## src/rtl/cadc_pkg.sv

```systemverilog
`timescale 1ns/1ps
package cadc_pkg;

   typedef enum logic [1:0] {
      ST_IDLE  = 2'd0,
      ST_CONV  = 2'd1,
      ST_SLEEP = 2'd2,
      ST_WAKE  = 2'd3
   } cadc_st_e;

   // thermometer word to digit value; the illegal word 10 reads as mid-scale
   function automatic logic [1:0] therm_digit(input logic [1:0] w);
      logic [1:0] d;
      case (w)
         2'b00:   d = 2'd0;
         2'b11:   d = 2'd2;
         default: d = 2'd1;
      endcase
      return d;
   endfunction

endpackage

```

## src/rtl/cadc_timer.sv

```systemverilog
`timescale 1ns/1ps
module cadc_timer
   import cadc_pkg::*;
#(
   parameter int NPH = 8
) (
   input  logic clk,
   input  logic rst_n,
   input  logic start,
   input  logic sleep_req,
   output logic awake,
   output logic start_acc,
   output logic first_cap,
   output logic last_ph,
   output logic s2d_en,
   output logic samp_a,
   output logic samp_b,
   output logic xfer_a,
   output logic xfer_b
);

   localparam int PH_W = $clog2(NPH);
   localparam logic [PH_W-1:0] PH_LAST = PH_W'(NPH - 1);

   cadc_st_e        st_q;
   logic [PH_W-1:0] ph_q;
   logic            conv;

   assign conv      = (st_q == ST_CONV);
   assign awake     = (st_q != ST_SLEEP);
   assign start_acc = (st_q == ST_IDLE) && start && !sleep_req;

   // always-on state register; it alone watches sleep_req while asleep
   always_ff @(posedge clk or negedge rst_n) begin
      if (!rst_n) begin
         st_q <= ST_IDLE;
         ph_q <= '0;
      end else begin
         case (st_q)
            ST_IDLE: begin
               if (sleep_req) begin
                  st_q <= ST_SLEEP;
               end else if (start) begin
                  st_q <= ST_CONV;
                  ph_q <= '0;
               end
            end
            ST_CONV: begin
               if (ph_q == PH_LAST) st_q <= ST_IDLE;
               else                 ph_q <= ph_q + 1'b1;
            end
            ST_SLEEP: begin
               if (!sleep_req) st_q <= ST_WAKE;
            end
            default: st_q <= ST_IDLE;
         endcase
      end
   end

   // ph_q = phase number - 1, so odd ph_q is an even phase
   assign s2d_en    = conv && (ph_q == '0);
   assign samp_b    = conv && ph_q[0];
   assign samp_a    = conv && !ph_q[0] && (ph_q != '0);
   assign xfer_b    = conv && !ph_q[0] && (ph_q != '0);
   assign xfer_a    = conv && ph_q[0] && (ph_q != PH_W'(1));
   assign first_cap = conv && (ph_q == PH_W'(1));
   assign last_ph   = conv && (ph_q == PH_LAST);

endmodule

```

## src/rtl/cadc_chsel.sv

```systemverilog
`timescale 1ns/1ps
module cadc_chsel #(
   parameter int N_CH = 4
) (
   input  logic                       clk,
   input  logic                       rst_n,
   input  logic                       en,
   input  logic                       load,
   input  logic [$clog2(N_CH)-1:0]    chan,
   output logic [N_CH-1:0]            mux_en
);

   localparam int CH_W = $clog2(N_CH);

   logic [CH_W-1:0] sel_q;

   always_ff @(posedge clk or negedge rst_n) begin
      if (!rst_n)            sel_q <= '0;
      else if (en && load)   sel_q <= chan;
   end

   for (genvar i = 0; i < N_CH; i++) begin : g_dec
      assign mux_en[i] = (sel_q == CH_W'(i));
   end

endmodule

```

## src/rtl/cadc_corr.sv

```systemverilog
`timescale 1ns/1ps
module cadc_corr
   import cadc_pkg::*;
#(
   parameter int RES_BITS = 8,
   parameter int OFFSET   = 1
) (
   input  logic                clk,
   input  logic                rst_n,
   input  logic                en,
   input  logic                cap_a,
   input  logic                cap_b,
   input  logic                first,
   input  logic                last,
   input  logic [1:0]          cmp_a,
   input  logic [1:0]          cmp_b,
   output logic [1:0]          dac_a,
   output logic [1:0]          dac_b,
   output logic [RES_BITS-1:0] code,
   output logic                code_vld
);

   localparam int ACC_W = RES_BITS;
   localparam int TOT_W = RES_BITS + 2;
   localparam logic [TOT_W-1:0] MAXC = TOT_W'((1 << RES_BITS) - 1);

   logic [1:0]          dig;
   logic [ACC_W-1:0]    acc_q;
   logic [ACC_W-1:0]    acc_nx;
   logic [RES_BITS-1:0] code_nx;

   assign dig    = cap_a ? therm_digit(cmp_a) : therm_digit(cmp_b);
   // each new digit lands one place lower; overlap bits are simply added
   assign acc_nx = first ? ACC_W'(dig) : ((acc_q << 1) + ACC_W'(dig));

   if (OFFSET == 0) begin : g_plain
      assign code_nx = acc_nx[RES_BITS-1:0];
   end else begin : g_sat
      logic [TOT_W-1:0] total;
      assign total   = TOT_W'(acc_nx) + TOT_W'(OFFSET);
      assign code_nx = (total > MAXC) ? MAXC[RES_BITS-1:0] : total[RES_BITS-1:0];
   end

   always_ff @(posedge clk or negedge rst_n) begin
      if (!rst_n) begin
         acc_q    <= '0;
         dac_a    <= '0;
         dac_b    <= '0;
         code     <= '0;
         code_vld <= 1'b0;
      end else if (en) begin
         code_vld <= last;
         if (cap_a)          dac_a <= dig;
         if (cap_b)          dac_b <= dig;
         if (cap_a || cap_b) acc_q <= acc_nx;
         if (last)           code  <= code_nx;
      end
   end

endmodule

```

## src/rtl/cadc_seq.sv

```systemverilog
`timescale 1ns/1ps
module cadc_seq #(
   parameter int RES_BITS = 8,
   parameter int N_CH     = 4,
   parameter int OFFSET   = 1
) (
   input  logic                      clk,
   input  logic                      rst_n,
   input  logic                      start,
   input  logic [$clog2(N_CH)-1:0]   chan,
   input  logic                      sleep_req,
   input  logic [1:0]                cmp_a,
   input  logic [1:0]                cmp_b,
   output logic                      s2d_en,
   output logic                      samp_a,
   output logic                      samp_b,
   output logic                      xfer_a,
   output logic                      xfer_b,
   output logic [N_CH-1:0]           mux_en,
   output logic                      bias_en,
   output logic                      clk_en,
   output logic [1:0]                dac_a,
   output logic [1:0]                dac_b,
   output logic [RES_BITS-1:0]       code,
   output logic                      code_vld
);

   localparam int NPH = RES_BITS;

   if (RES_BITS < 4) begin : g_bad_res
      $error("cadc_seq: RES_BITS must be at least 4");
   end
   if (N_CH < 2 || (1 << $clog2(N_CH)) != N_CH) begin : g_bad_ch
      $error("cadc_seq: N_CH must be a power of two of at least 2");
   end
   if (OFFSET < 0) begin : g_bad_off
      $error("cadc_seq: OFFSET must not be negative");
   end

   logic awake;
   logic start_acc;
   logic first_cap;
   logic last_ph;

   cadc_timer #(.NPH(NPH)) u_timer (
      .clk       (clk),
      .rst_n     (rst_n),
      .start     (start),
      .sleep_req (sleep_req),
      .awake     (awake),
      .start_acc (start_acc),
      .first_cap (first_cap),
      .last_ph   (last_ph),
      .s2d_en    (s2d_en),
      .samp_a    (samp_a),
      .samp_b    (samp_b),
      .xfer_a    (xfer_a),
      .xfer_b    (xfer_b)
   );

   cadc_chsel #(.N_CH(N_CH)) u_chsel (
      .clk    (clk),
      .rst_n  (rst_n),
      .en     (awake),
      .load   (start_acc),
      .chan   (chan),
      .mux_en (mux_en)
   );

   cadc_corr #(.RES_BITS(RES_BITS), .OFFSET(OFFSET)) u_corr (
      .clk      (clk),
      .rst_n    (rst_n),
      .en       (awake),
      .cap_a    (samp_a),
      .cap_b    (samp_b),
      .first    (first_cap),
      .last     (last_ph),
      .cmp_a    (cmp_a),
      .cmp_b    (cmp_b),
      .dac_a    (dac_a),
      .dac_b    (dac_b),
      .code     (code),
      .code_vld (code_vld)
   );

   assign bias_en = awake;
   assign clk_en  = awake;

endmodule

```

## config.mk

```make
export PLATFORM = sky130hd
export DESIGN_NAME = cadc_seq
export DESIGN_NICKNAME = d
export VERILOG_FILES = /design/src/rtl/cadc_pkg.sv /design/src/rtl/cadc_timer.sv /design/src/rtl/cadc_chsel.sv /design/src/rtl/cadc_corr.sv /design/src/rtl/cadc_seq.sv
export SDC_FILE = /design/constraint.sdc
export NUM_CORES = 1
export LEC_CHECK = 0
export ABC_AREA = 1
export BUFFER_PORTS_ARGS = -buffer_cell sky130_fd_sc_hd__buf_2
export CAP_MARGIN = 25
export CORE_ASPECT_RATIO = 1.4
export CORE_UTILIZATION = 30
export DETAILED_ROUTE_END_ITERATION = 7
export PLACE_DENSITY = 0.52
export SLEW_MARGIN = 15
export SYNTH_ARGS = -nofsm -noshare
export SYNTH_HDL_FRONTEND = slang
export SYNTH_SLANG_ARGS = --single-unit
```

## constraint.sdc

```tcl
create_clock -name clk -period 2.9 [get_ports clk]
set_input_delay 0.29 -clock clk [delete_from_list [all_inputs] [get_ports clk]]
set_output_delay 0.29 -clock clk [all_outputs]
set_load 0.01 [all_outputs]
```

==> summary.md <==
| Metric | Value |
|---|---|
| Share of cells above drive strength 1 | 29.88% |
| Die Span X | 65.44 um |
| Via count | 1420 |
| Drt wl/cell | 11.84 um |
| Switching Share | 47.33% |
| Setup Fix Bufs, Post-CTS | 0 |
| First-pass DRT Iterations | 4 |
| TritonCTS clock tree | yes |
| DR vias/cell | 4.595 |
| Ant. Diodes | 0 |
| IO buf count | 33 |
| Worst Hold Class | in2async |
| Post-synthesis sequential area ratio | 39.97% |
| Die height | 90.82 um |
| Dpl cell area | 1933 um^2 |
| Max IR drop VDD | 404.4 uV |
| Yosys Warn Count | 0 |
| Post-Route WL | 3.660 mm |
| Synth area leader | dfrtp_1 |
| Total GRT Usage | 13.41% |
| Slew Limit Fails | 0 |
| Pint | 930.0 uW |
| Top Layer Used | met4 |
| Outcome | completed |
| R2r setup slk | 0.28 ns |
| Nets | 262 |
| Worst slew pin tran | 0.6249 ns |
| DRC viols | 0 |
| Final hold violations | 0 |
| Clk slew on worst S/H paths | 0.10 ns |
| Initial DRC count | 24 |
| Sw Pwr | 835.8 uW |
| WL met3 | 100 um |
| Final period demand of the worst path | 2.622 ns |
| Crit path kind | reg2reg |
| Clk_lat worst skew | 0.28 ns |
| Top-count cell post-synth | nand2_1 |
| First-pass GRT wire length | 6.141 mm |
| Synth Cell Area | 1690 um^2 |
| Skew final | 0.01344 ns |
| Fin area | 2006 um^2 |
| CP Capture Type | flip-flop |
| Placer's final routability congestion estimate | 0.7505 |
| Final setup fails | 0 |
| Mapped Nets | 226 |
| Post-Syn Instances | 206 |
| Critical Path AT | 2.83 ns |
| CTS resizes | 0 |
| Slew Limit Headroom | 58.34% |
| Distinct cells, synth | 33 |
| Top cells by count, synth | 46 x nand2_1, 27 x dfrtp_1, 26 x inv_1, 16 x nor2_1, 13 x o21ai_0 |
| GRT overflow | 0 |
| RSZ-0062 raised after global routing | no |
| Post-Route M1 WL | 1.511 mm |
| Clk buf depth | 2 |
| Dpl hpwl | 2.824 mm |
| #FFs+latches synth | 27 |
| CTS Hold Bufs | 0 |
| Site Rows | 32 |
| Area Overhead vs Synth | 18.65% |
| Async set-or-reset flop fraction in the synthesized netlist | 100.0% |
| IO Count | 34 |
| Clock power share | 12.6% |
| Setup TNS Final | 0 ns |
| Crit Path Max Fanout | 7 |
| Die area | 5943 um^2 |
| Largest net degree at the start of global routing | 28 |
| Total of max-cap violations | 0 |
| Syn_area_per_cell | 8.206 um^2 |
| H-Tree Depth | 1 |
| Post-synth EDFFs | 0 |
| Pleak | 0.001067 uW |
| Initial antenna violation count | 0 |
| CTS Sinks | 27 |
| TritonCTS Buffers | 3 |
| Core area | 5485 um^2 |
| Filler Cell Count | 571 |
| Worst EP required | 3.11 ns |
| Met2 wire len | 1.990 mm |
| Vias in the first global route | 1370 |
| Pwr/cell area | 880.4 nW/um^2 |
| Antenna viol nets, final | 0 |
| Part of the power in registers | 35.0% |
| Period utilization | 90.42% |
| Fmax | 0.3814 GHz |
| Logic gate share of total power | 52.3% |
| Dominant cells by area after synthesis | dfrtp_1 40%, nand2_1 10%, ha_1 7.4%, inv_1 5.8%, o21ai_0 3.8% |
| Post-synth top area share | 39.97% |
| CP Launch Type | flip-flop |
| Synth Flop Type | dfrtp_1 |
| Clock root buffer | clkbuf_8 |
| Initial core utilization | 30.82% |
==> stage by stage <==
step / worst slack (ns) / hold WS (ns) / total power (uW) / util (%) / std cells
5_1_grt: 0.01894 / 0.06853 / 1925 / 36.56 / 309
3_3_place_gp: 0.2500 / 0.3542 / 1528 / 35.24 / 305
3_5_place_dp: 0.1334 / 0.3521 / 1530 / 35.24 / 305
6_report: 0.2780 / 0.01845 / 1766 / 36.56 / 309
4_1_cts: 0.1042 / 0.03799 / 1759 / 36.06 / 309
2_1_floorplan: 0.4031 / -0.005591 / 1271 / - / 206
==> cells in the final DEF, fill, tap and decap left out, drive strengths merged, types with 4 or more instances in the layout <==
| cell type | synthesis | final |
|---|---|---|
| nand4 | 5 | 5 |
| nand3 | 17 | 17 |
| clkbuf | 0 | 4 |
| dfrtp | 27 | 27 |
| ha | 10 | 10 |
| nor2 | 23 | 23 |
| or2 | 5 | 5 |
| o21ai | 14 | 14 |
| a21oi | 7 | 7 |
| inv | 30 | 30 |
| nand2 | 51 | 51 |
| buf | 5 | 36 |
==> cell families after synthesis <==
group / Yosys count / synth area share [%]
AOI/OAI and AO/OA: 27 / 9.474
xor gates and xnor gates: 2 / 1.036
adders and majority gates: 10 / 7.402
buffers and inverters: 35 / 8.437
DFF: 27 / 39.97
muxes: 1 / 0.6661
and+or+nand+nor: 104 / 33.01
==> power groups by stage <==
stage               registers (uW)  logic, uW  clock network, uW
floorplan                      596        675                  0
global placement               619        908                  0
detailed placement             620        910                  0
CTS                            612        916                231
global route                   638       1050                241
finish                         618        924                223
==> state kept, by name, summed over array words and instances (netlist names) <==
signal           flops
u_corr.code          8
u_corr.dac_a         2
u_timer.ph_q         3
u_chsel.sel_q        2
u_corr.acc_q         7
u_corr.dac_b         2
u_corr.code_vld      1
u_timer.st_q         2
==> layout make-up <==
type / count / area (um^2) / share of cell area (%)
clock buffers: 4 / 45.04 / 2.246
inverters: 30 / 112.6 / 5.614
multi-input cells: 144 / 899.6 / 44.85
flip-flops and latches: 27 / 675.6 / 33.69
well taps: 68 / 85.08 / 4.242
repair buffers: 36 / 187.7 / 9.357
==> critical path, stage by stage (launching register included) <==
cell and delay [ns]:
dfrtp_1 0.44, inv_2 0.11, ha_1 0.15, nand2_1 0.12, nand3_2 0.13, nand2_1 0.08, nand2_1 0.08, inv_1 0.05
ha_2 0.30, nand2_1 0.05, nand2_2 0.16, ha_1 0.21, nand3_2 0.13, nor2_4 0.14, inv_2 0.05, nor2_4 0.13
nor2_2 0.08, a21oi_2 0.13
==> per-layer routing <==
layer | vias to the layer above | track usage (%)
met2 | 22 | 23.54
met1 | 670 | 16.10
met4 | 0 | 5.435
met5 | - | 0
li1 | 723 | -
met3 | 5 | 1.515
==> worst paths after layout <==
kind                                 start          endpoint  cells after the start
setup / recovery           u_timer.ph_q[0]    u_corr.code[5]                     17
hold / removal                       rst_n   u_timer.ph_q[1]                      1
setup reg to reg           u_timer.ph_q[0]    u_corr.code[5]                     17
hold reg to reg            u_corr.dac_a[0]   u_corr.dac_a[0]                      2
max in group asynchronous            rst_n   u_timer.ph_q[2]                      1
min in group clk                   chan[0]  u_chsel.sel_q[0]                      3
Power figures use the tool's default switching activity.
